$ cat src/rtl/rsb_pkg.sv
package rsb_pkg;

    localparam int NSRC = 2;

    typedef enum logic [1:0] {
        ENT_FREE = 2'd0,
        ENT_WAIT = 2'd1,
        ENT_RDY  = 2'd2
    } ent_state_e;

endpackage

$ cat src/rtl/rsb_scoreboard.sv
module rsb_scoreboard
    import rsb_pkg::*;
#(
    parameter int NPHYS = 48,
    parameter int TAG_W = 6
) (
    input  logic                   clk,
    input  logic                   rst_n,
    input  logic                   set_en,
    input  logic [TAG_W-1:0]       set_tag,
    input  logic                   clr_en,
    input  logic [TAG_W-1:0]       clr_tag,
    input  logic [NSRC*TAG_W-1:0]  look_tag,
    output logic [NSRC-1:0]        look_hit
);

    logic [NPHYS-1:0] bits_q;

    // One storage bit per physical register; clearing by a new producer
    // takes priority over a completion of the same tag.
    for (genvar r = 0; r < NPHYS; r++) begin : g_reg
        always_ff @(posedge clk) begin
            if (!rst_n) begin
                bits_q[r] <= 1'b0;
            end else if (clr_en && clr_tag == TAG_W'(r)) begin
                bits_q[r] <= 1'b0;
            end else if (set_en && set_tag == TAG_W'(r)) begin
                bits_q[r] <= 1'b1;
            end
        end
    end

    // Lookup with forwarding from the completion of this cycle.
    for (genvar k = 0; k < NSRC; k++) begin : g_look
        logic [TAG_W-1:0] tag;
        logic             stored;
        assign tag = look_tag[k*TAG_W +: TAG_W];
        always_comb begin
            stored = 1'b0;
            for (int r = 0; r < NPHYS; r++) begin
                if (tag == TAG_W'(r)) stored = bits_q[r];
            end
        end
        assign look_hit[k] = stored || (set_en && set_tag == tag);
    end

endmodule

$ cat src/rtl/rsb_entry.sv
module rsb_entry
    import rsb_pkg::*;
#(
    parameter int TAG_W = 6
) (
    input  logic                   clk,
    input  logic                   rst_n,
    input  logic                   wr_en,
    input  logic [NSRC*TAG_W-1:0]  wr_tag,
    input  logic [NSRC-1:0]        wr_rdy,
    input  logic                   kill,
    input  logic                   wake_en,
    input  logic [TAG_W-1:0]       wake_tag,
    output logic                   ready,
    output logic                   woke
);

    ent_state_e               state_q, state_d;
    logic [NSRC*TAG_W-1:0]    tag_q;
    logic [NSRC-1:0]          pend_q, pend_d;
    logic [NSRC-1:0]          match;

    for (genvar k = 0; k < NSRC; k++) begin : g_match
        assign match[k] = wake_en && pend_q[k] &&
                          (tag_q[k*TAG_W +: TAG_W] == wake_tag);
    end

    // State register.
    always_ff @(posedge clk) begin
        if (!rst_n) begin
            state_q <= ENT_FREE;
            pend_q  <= '0;
            tag_q   <= '0;
        end else begin
            state_q <= state_d;
            pend_q  <= pend_d;
            if (wr_en) tag_q <= wr_tag;
        end
    end

    // Next state: dispatch first, then squash, then wakeup.
    always_comb begin
        state_d = state_q;
        pend_d  = pend_q;
        if (wr_en) begin
            pend_d  = ~wr_rdy;
            state_d = (&wr_rdy) ? ENT_RDY : ENT_WAIT;
        end else if (kill) begin
            pend_d  = '0;
            state_d = ENT_FREE;
        end else begin
            unique case (state_q)
                ENT_FREE: begin
                    pend_d = '0;
                end
                ENT_WAIT: begin
                    pend_d = pend_q & ~match;
                    if ((pend_q & ~match) == '0) state_d = ENT_RDY;
                end
                ENT_RDY: begin
                    pend_d = '0;
                end
                default: begin
                    pend_d  = '0;
                    state_d = ENT_FREE;
                end
            endcase
        end
    end

    // Outputs.
    always_comb begin
        ready = (state_q == ENT_RDY);
        woke  = (state_q == ENT_WAIT) && (|match) && !wr_en && !kill;
    end

endmodule

$ cat src/rtl/rsb_wake_count.sv
module rsb_wake_count #(
    parameter int N     = 16,
    parameter int CNT_W = 5
) (
    input  logic [N-1:0]     hits,
    output logic [CNT_W-1:0] count
);

    always_comb begin
        count = '0;
        for (int i = 0; i < N; i++) begin
            count = count + CNT_W'(hits[i]);
        end
    end

endmodule

$ cat src/rtl/rsb_wakeup_unit.sv
module rsb_wakeup_unit
    import rsb_pkg::*;
#(
    parameter int N_ENTRY   = 16,
    parameter int N_INT_REG = 24,
    parameter int N_FP_REG  = 24,
    parameter int TAG_W     = 6,
    localparam int NPHYS    = N_INT_REG + N_FP_REG,
    localparam int IDX_W    = $clog2(N_ENTRY),
    localparam int CNT_W    = $clog2(N_ENTRY + 1)
) (
    input  logic                   clk,
    input  logic                   rst_n,
    input  logic                   disp_valid,
    input  logic [IDX_W-1:0]       disp_idx,
    input  logic [NSRC-1:0]        disp_src_vld,
    input  logic [NSRC*TAG_W-1:0]  disp_src_tag,
    input  logic [NSRC-1:0]        disp_src_rdy,
    input  logic                   disp_dst_vld,
    input  logic [TAG_W-1:0]       disp_dst_tag,
    input  logic                   cmpl_valid,
    input  logic [TAG_W-1:0]       cmpl_tag,
    input  logic [N_ENTRY-1:0]     squash_mask,
    output logic [N_ENTRY-1:0]     entry_ready,
    output logic [CNT_W-1:0]       wake_count
);

    localparam logic [TAG_W:0] LIMIT = (TAG_W+1)'(NPHYS);

    logic                 cmpl_in;
    logic                 dst_in;
    logic [NSRC-1:0]      src_in;
    logic [NSRC-1:0]      sb_hit;
    logic [NSRC-1:0]      src_ok;
    logic [N_ENTRY-1:0]   woke_vec;

    assign cmpl_in = cmpl_valid && ({1'b0, cmpl_tag} < LIMIT);
    assign dst_in  = disp_valid && disp_dst_vld && ({1'b0, disp_dst_tag} < LIMIT);

    for (genvar k = 0; k < NSRC; k++) begin : g_src
        assign src_in[k] = {1'b0, disp_src_tag[k*TAG_W +: TAG_W]} < LIMIT;
        // Unused, flagged ready, untracked, or already produced.
        assign src_ok[k] = !disp_src_vld[k] || disp_src_rdy[k] ||
                           !src_in[k] || sb_hit[k];
    end

    rsb_scoreboard #(
        .NPHYS (NPHYS),
        .TAG_W (TAG_W)
    ) u_sb (
        .clk      (clk),
        .rst_n    (rst_n),
        .set_en   (cmpl_in),
        .set_tag  (cmpl_tag),
        .clr_en   (dst_in),
        .clr_tag  (disp_dst_tag),
        .look_tag (disp_src_tag),
        .look_hit (sb_hit)
    );

    for (genvar i = 0; i < N_ENTRY; i++) begin : g_ent
        rsb_entry #(
            .TAG_W (TAG_W)
        ) u_ent (
            .clk      (clk),
            .rst_n    (rst_n),
            .wr_en    (disp_valid && disp_idx == IDX_W'(i)),
            .wr_tag   (disp_src_tag),
            .wr_rdy   (src_ok),
            .kill     (squash_mask[i]),
            .wake_en  (cmpl_in),
            .wake_tag (cmpl_tag),
            .ready    (entry_ready[i]),
            .woke     (woke_vec[i])
        );
    end

    rsb_wake_count #(
        .N     (N_ENTRY),
        .CNT_W (CNT_W)
    ) u_cnt (
        .hits  (woke_vec),
        .count (wake_count)
    );

endmodule

$ cat config.mk
export PLATFORM = sky130hd
export DESIGN_NAME = rsb_wakeup_unit
export DESIGN_NICKNAME = d
export VERILOG_FILES = /design/src/rtl/rsb_pkg.sv /design/src/rtl/rsb_scoreboard.sv /design/src/rtl/rsb_entry.sv /design/src/rtl/rsb_wake_count.sv /design/src/rtl/rsb_wakeup_unit.sv
export SDC_FILE = /design/constraint.sdc
export NUM_CORES = 1
export LEC_CHECK = 0
export BUFFER_PORTS_ARGS = -buffer_cell sky130_fd_sc_hd__buf_2
export CAP_MARGIN = 20
export CORE_UTILIZATION = 50
export DETAILED_ROUTE_END_ITERATION = 12
export PLACE_DENSITY = 0.67
export SKIP_LAST_GASP = 1
export SYNTH_ARGS = -nofsm -noshare
export SYNTH_HDL_FRONTEND = slang
export SYNTH_SLANG_ARGS = --single-unit
$ cat constraint.sdc
create_clock -name clk -period 17.3 [get_ports clk]
set_input_delay 1.73 -clock clk [delete_from_list [all_inputs] [get_ports clk]]
set_output_delay 1.73 -clock clk [all_outputs]
set_load 0.05 [all_outputs]
==> results.txt <==
----------------------------------------------------
[Place]
  Number of input and output port buffers inserted ... 73
  Pre-CTS worst setup slack ... 8180 ps
  Weighted congestion at the end of routability-driven global placement ... 0.944
  Detailed-placement wirelength estimate ... 33400 um

[Timing]
  Setup Skew ... 14.4 ps
  Setup TNS ... 0 ps
  Worst Setup Slack, final ... 8130 ps
  Hold Vio Cnt, Final ... 0
  Crit share post-route ... 53.0%
  Unrepaired setup endpoints after global routing ... false
  Time the final worst path needs with I/O delays and setup ... 9170 ps
  Actual transition at the worst max-transition pin ... 1110 ps
  Achievable frequency ... 109 MHz
  Remaining max-slew budget at the tightest pin ... 26.1%
  Total of endpoints with negative setup slack in the final report ... 0
  Number of max-slew violations in the final report ... 0

[Floorplan]
  DIE AREA ... 35800 um^2
  Die Y-Extent ... 189 um
  Effective utilization at floorplan ... 50.7%
  Area of the core ... 34500 um^2
  I/O pin count ... 74
  Horizontal die dimension ... 189 um
  # rows ... 68

[Layout]
  Final standard cell utilization of the core ... 54.5%
  Share of layout cells above drive strength 1 ... 10.5%
  Area Growth Syn to Fin ... 7.60%
  Total number of nets in the final design ... 2250

[Power and ir drop]
  Leakage ... 6.49 nW
  Power Total ... 1.62 mW
  Maximum vdd drop ... 0.0603 mV
  Power per cell area ... 85.8 nW/um^2

[Setup path]
  Critical Path Fanout Max ... 38
  Crit Path Class ... input port to output pin
  Worst setup path startpoint ... cmpl_tag[4]
  Required time at the endpoint of the critical path ... 15570 ps
  Slowest stage cell, crit path ... sky130_fd_sc_hd__nand2b_1
  Cell repeated most along the worst path ... sky130_fd_sc_hd__fa_1
  Nature of the critical path startpoint ... input port
  Critical register-to-register path startpoint ... u_sb.bits_q[29]$_SDFFE_PP0P_
  Crit path buffers/inverters ... 5
  Worst Setup End Kind ... output pin
  Stage delay of the slowest cell on the critical path ... 750 ps
  Largest delay share family, worst path ... adder cells
  Critical path arrival ... 7440 ps
  Critical path, cell by cell ... buf_2 > buf_4 > nand2b_1 > nor3b_1 > o21ai_0 > a21oi_1 > ha_1 > inv_1 > fa_1 > fa_1 > fa_1 > inv_1 > fa_1 > fa_1 > fa_1 > xor2_1 > buf_2

[Clocking]
  H-tree levels ... 2
  Clock slew at reported path FFs ... 60 ps
  CTS Root Cell ... sky130_fd_sc_hd__clkbuf_16
  Number of buffers added by the clock tree synthesis step ... 35
  Hold bufs inserted after CTS ... 0
  Post-CTS Setup Inserts ... 0
  # clock sinks ... 304
  Maximum buffer depth of the clock tree ... 3
  Clock tree from TritonCTS ... yes
  Source-to-sink clock delay at the later pin of the worst-skew pair ... 520 ps
  Resized Gates After CTS ... 0

[Synth]
  Count of flip-flops with a built-in enable after synthesis ... 0
  Share of the synthesized area in compound gates (AO/OA/AOI/OAI) ... 20.6%
  Post-synthesis cell area ... 17500 um^2
  Register area share after synthesis ... 34.8%
  Synthesized-area fraction occupied by xor and xnor cells ... 9.00%
  Synth Register Bits ... 304
  Net Count, Synth ... 2283
  Synth async-reset ratio ... 0%
  Largest family of logic cells by synthesized area ... simple AND/OR/NAND/NOR gates
  Post-Synth Adder-Cell Area ... 1.50%
  Mean instance size in the synthesized netlist ... 7.91 um^2
  Cell variety after synth ... 98
  Multiplexer share of the synthesized area ... 1.04%
  Post-synthesis instance total ... 2215
  Most common flop cell mapped by yosys ... sky130_fd_sc_hd__dfxtp_1
  Yosys warning total ... 0
  Synthesized-area fraction occupied by and/or/nand/nor cells ... 26.4%

[Outcome]
  Status ... finished clean

[Worst hold path]
  Min-delay src ... g_ent[3].u_ent.tag_q[7]$_SDFFE_PN0P_
  Classification of the worst-slack hold path ... flop to flop

[Global route]
  Total congestion overflow ... 0
  Vias in the first global route ... 14869
  Wire length of the first global-routing pass ... 84000 um
  Overall track demand over capacity in global routing ... 29.9%
  Number of antenna violations at the first check in global routing ... 2
  Pin count of the biggest net entering global routing ... 120

[Job]
  Number of max-capacitance violations reported ... 0

[Route]
  Routed WL ... 54000 um
  Via/cell ratio ... 5.88
  Total via count after detailed routing ... 15652
  Number of design rule violations left after detail routing ... 0
  WL per Instance ... 20.3 um
  Initial drt markers ... 1347
  Count of nets left with antenna violations after detail routing ... 0
  DRT Pass-1 Iters ... 5

----------------------------------------------------
cells in the final DEF (no fill, tap or decap), drive strengths merged, types with 5 or more instances in the layout:
cell / n
a211oi: 7
a21boi: 194
a21o: 9
a21oi: 141
a22oi: 5
a31oi: 7
a32o: 15
and2b: 18
buf: 109
clkbuf: 47
clkinv: 10
dfxtp: 304
fa: 10
ha: 5
inv: 41
mux2: 7
mux2i: 10
nand2: 459
nand2b: 30
nand3: 38
nand4: 17
nor2: 134
nor2b: 42
nor3: 40
nor3b: 69
nor4: 34
o2111ai: 7
o21a: 18
o21ai: 72
o21bai: 19
o22ai: 8
or2b: 17
or3: 18
xnor2: 76
xor2: 104
cell families (layout without fill, tap and decap cells):
logic type	count (synthesis)	after routing
other	0	2
AO/OA/AOI/OAI	534	534
multiplexers	17	17
buffers and inverters	219	211
adder cells (fa/ha/maj)	15	15
AND/OR/NAND/NOR	946	946
flip-flops	304	304
XOR/XNOR	180	180
area by class of cell:
class                   instances  area, um^2
clock inverters                15         156
repair buffers                109         642
fillers                      3263       15700
flip-flops and latches        304        6090
inverters                      40         150
clock buffers                  47         971
multi-input cells            1692       10300
diodes                          2        5.00
well taps                     455         569
Yosys cell counts, types with 5 or more instances:
library cell,n,area (um^2)
sky130_fd_sc_hd__ha_1,5,62.6
sky130_fd_sc_hd__nand3_1,38,190
sky130_fd_sc_hd__o21a_1,18,135
sky130_fd_sc_hd__a211oi_1,6,45.0
sky130_fd_sc_hd__and2b_2,13,114
sky130_fd_sc_hd__or3_1,18,113
sky130_fd_sc_hd__nor2_1,133,499
sky130_fd_sc_hd__buf_2,27,135
sky130_fd_sc_hd__xor2_1,104,911
sky130_fd_sc_hd__clkbuf_1,101,379
sky130_fd_sc_hd__a22oi_1,5,37.5
sky130_fd_sc_hd__nand2b_1,28,175
sky130_fd_sc_hd__o2111ai_1,7,61.3
sky130_fd_sc_hd__a21boi_0,194,1460
sky130_fd_sc_hd__clkbuf_8,16,220
sky130_fd_sc_hd__or2b_2,7,61.3
sky130_fd_sc_hd__nor2b_1,41,257
sky130_fd_sc_hd__nand4_1,17,106
sky130_fd_sc_hd__a21o_1,9,67.6
sky130_fd_sc_hd__buf_6,8,90.1
sky130_fd_sc_hd__xnor2_1,76,666
sky130_fd_sc_hd__dfxtp_1,304,6090
sky130_fd_sc_hd__fa_1,10,200
sky130_fd_sc_hd__a32o_2,14,158
sky130_fd_sc_hd__inv_1,38,143
sky130_fd_sc_hd__mux2i_1,10,100
sky130_fd_sc_hd__a31oi_1,7,43.8
sky130_fd_sc_hd__buf_1,6,22.5
sky130_fd_sc_hd__o21bai_1,19,143
sky130_fd_sc_hd__nor4_1,33,206
sky130_fd_sc_hd__o21ai_0,66,330
sky130_fd_sc_hd__nor3b_1,68,510
sky130_fd_sc_hd__buf_4,20,150
sky130_fd_sc_hd__a21oi_1,139,696
sky130_fd_sc_hd__nor3_1,38,190
sky130_fd_sc_hd__or2b_1,10,75.1
sky130_fd_sc_hd__o22ai_1,7,43.8
sky130_fd_sc_hd__nand2_1,459,1720
routing by layer:
| layer | routed length, um | part of all wire [%] | global-route usage, % |
|---|---|---|---|
| met5 | 0 | 0 | 0 |
| met4 | 2370 | 4.4 | 13.5 |
| met3 | 3820 | 7.1 | 4.34 |
| met2 | 24900 | 46 | 48.8 |
| met1 | 22900 | 42 | 39.0 |
where the power goes:
part / switching, mW / total [mW] / internal, mW
Combinational: 0.111 / 0.162 / 0.0515
Sequential: 0.00554 / 0.713 / 0.708
Clock: 0.302 / 0.741 / 0.439
Total: 0.418 / 1.62 / 1.20
worst reg2reg max path, delay by kind of cell, from the launching register on:
| family | cells | cell delay, ps |
|---|---|---|
| flops | 1 | 390 |
| simple gates | 2 | 700 |
| buf+inv | 2 | 730 |
| compound gates | 6 | 1420 |
stage by stage:
stage / hold WS, ps / cells / area (um^2)
after global routing: 497 / 2664 / 18800
after CTS: 479 / 2662 / 18800
final: 476 / 2664 / 18800
after floorplan: 452 / 2215 / 17500
after global placement: 463 / 2600 / 17700
after detailed placement: 471 / 2600 / 17700
registers in the layout, summed over array words and instances (netlist names):
register / flops
g_ent.u_ent.pend_q: 32
g_ent.u_ent.tag_q: 192
g_ent.u_ent.state_q: 32
u_sb.bits_q: 48
worst paths after layout:
| kind | cells after the start | slack [ps] | end |
|---|---|---|---|
| setup reg to reg | 10 | 14010 | g_ent[8].u_ent.state_q[1]$_SDFFE_PN0P_ |
| setup / recovery | 17 | 8130 | wake_count[2] |
| hold / removal | 2 | 480 | g_ent[3].u_ent.tag_q[7]$_SDFFE_PN0P_ |
| hold reg to reg | 2 | 480 | g_ent[3].u_ent.tag_q[7]$_SDFFE_PN0P_ |
Note: power is estimated with default switching activity, not from simulation.
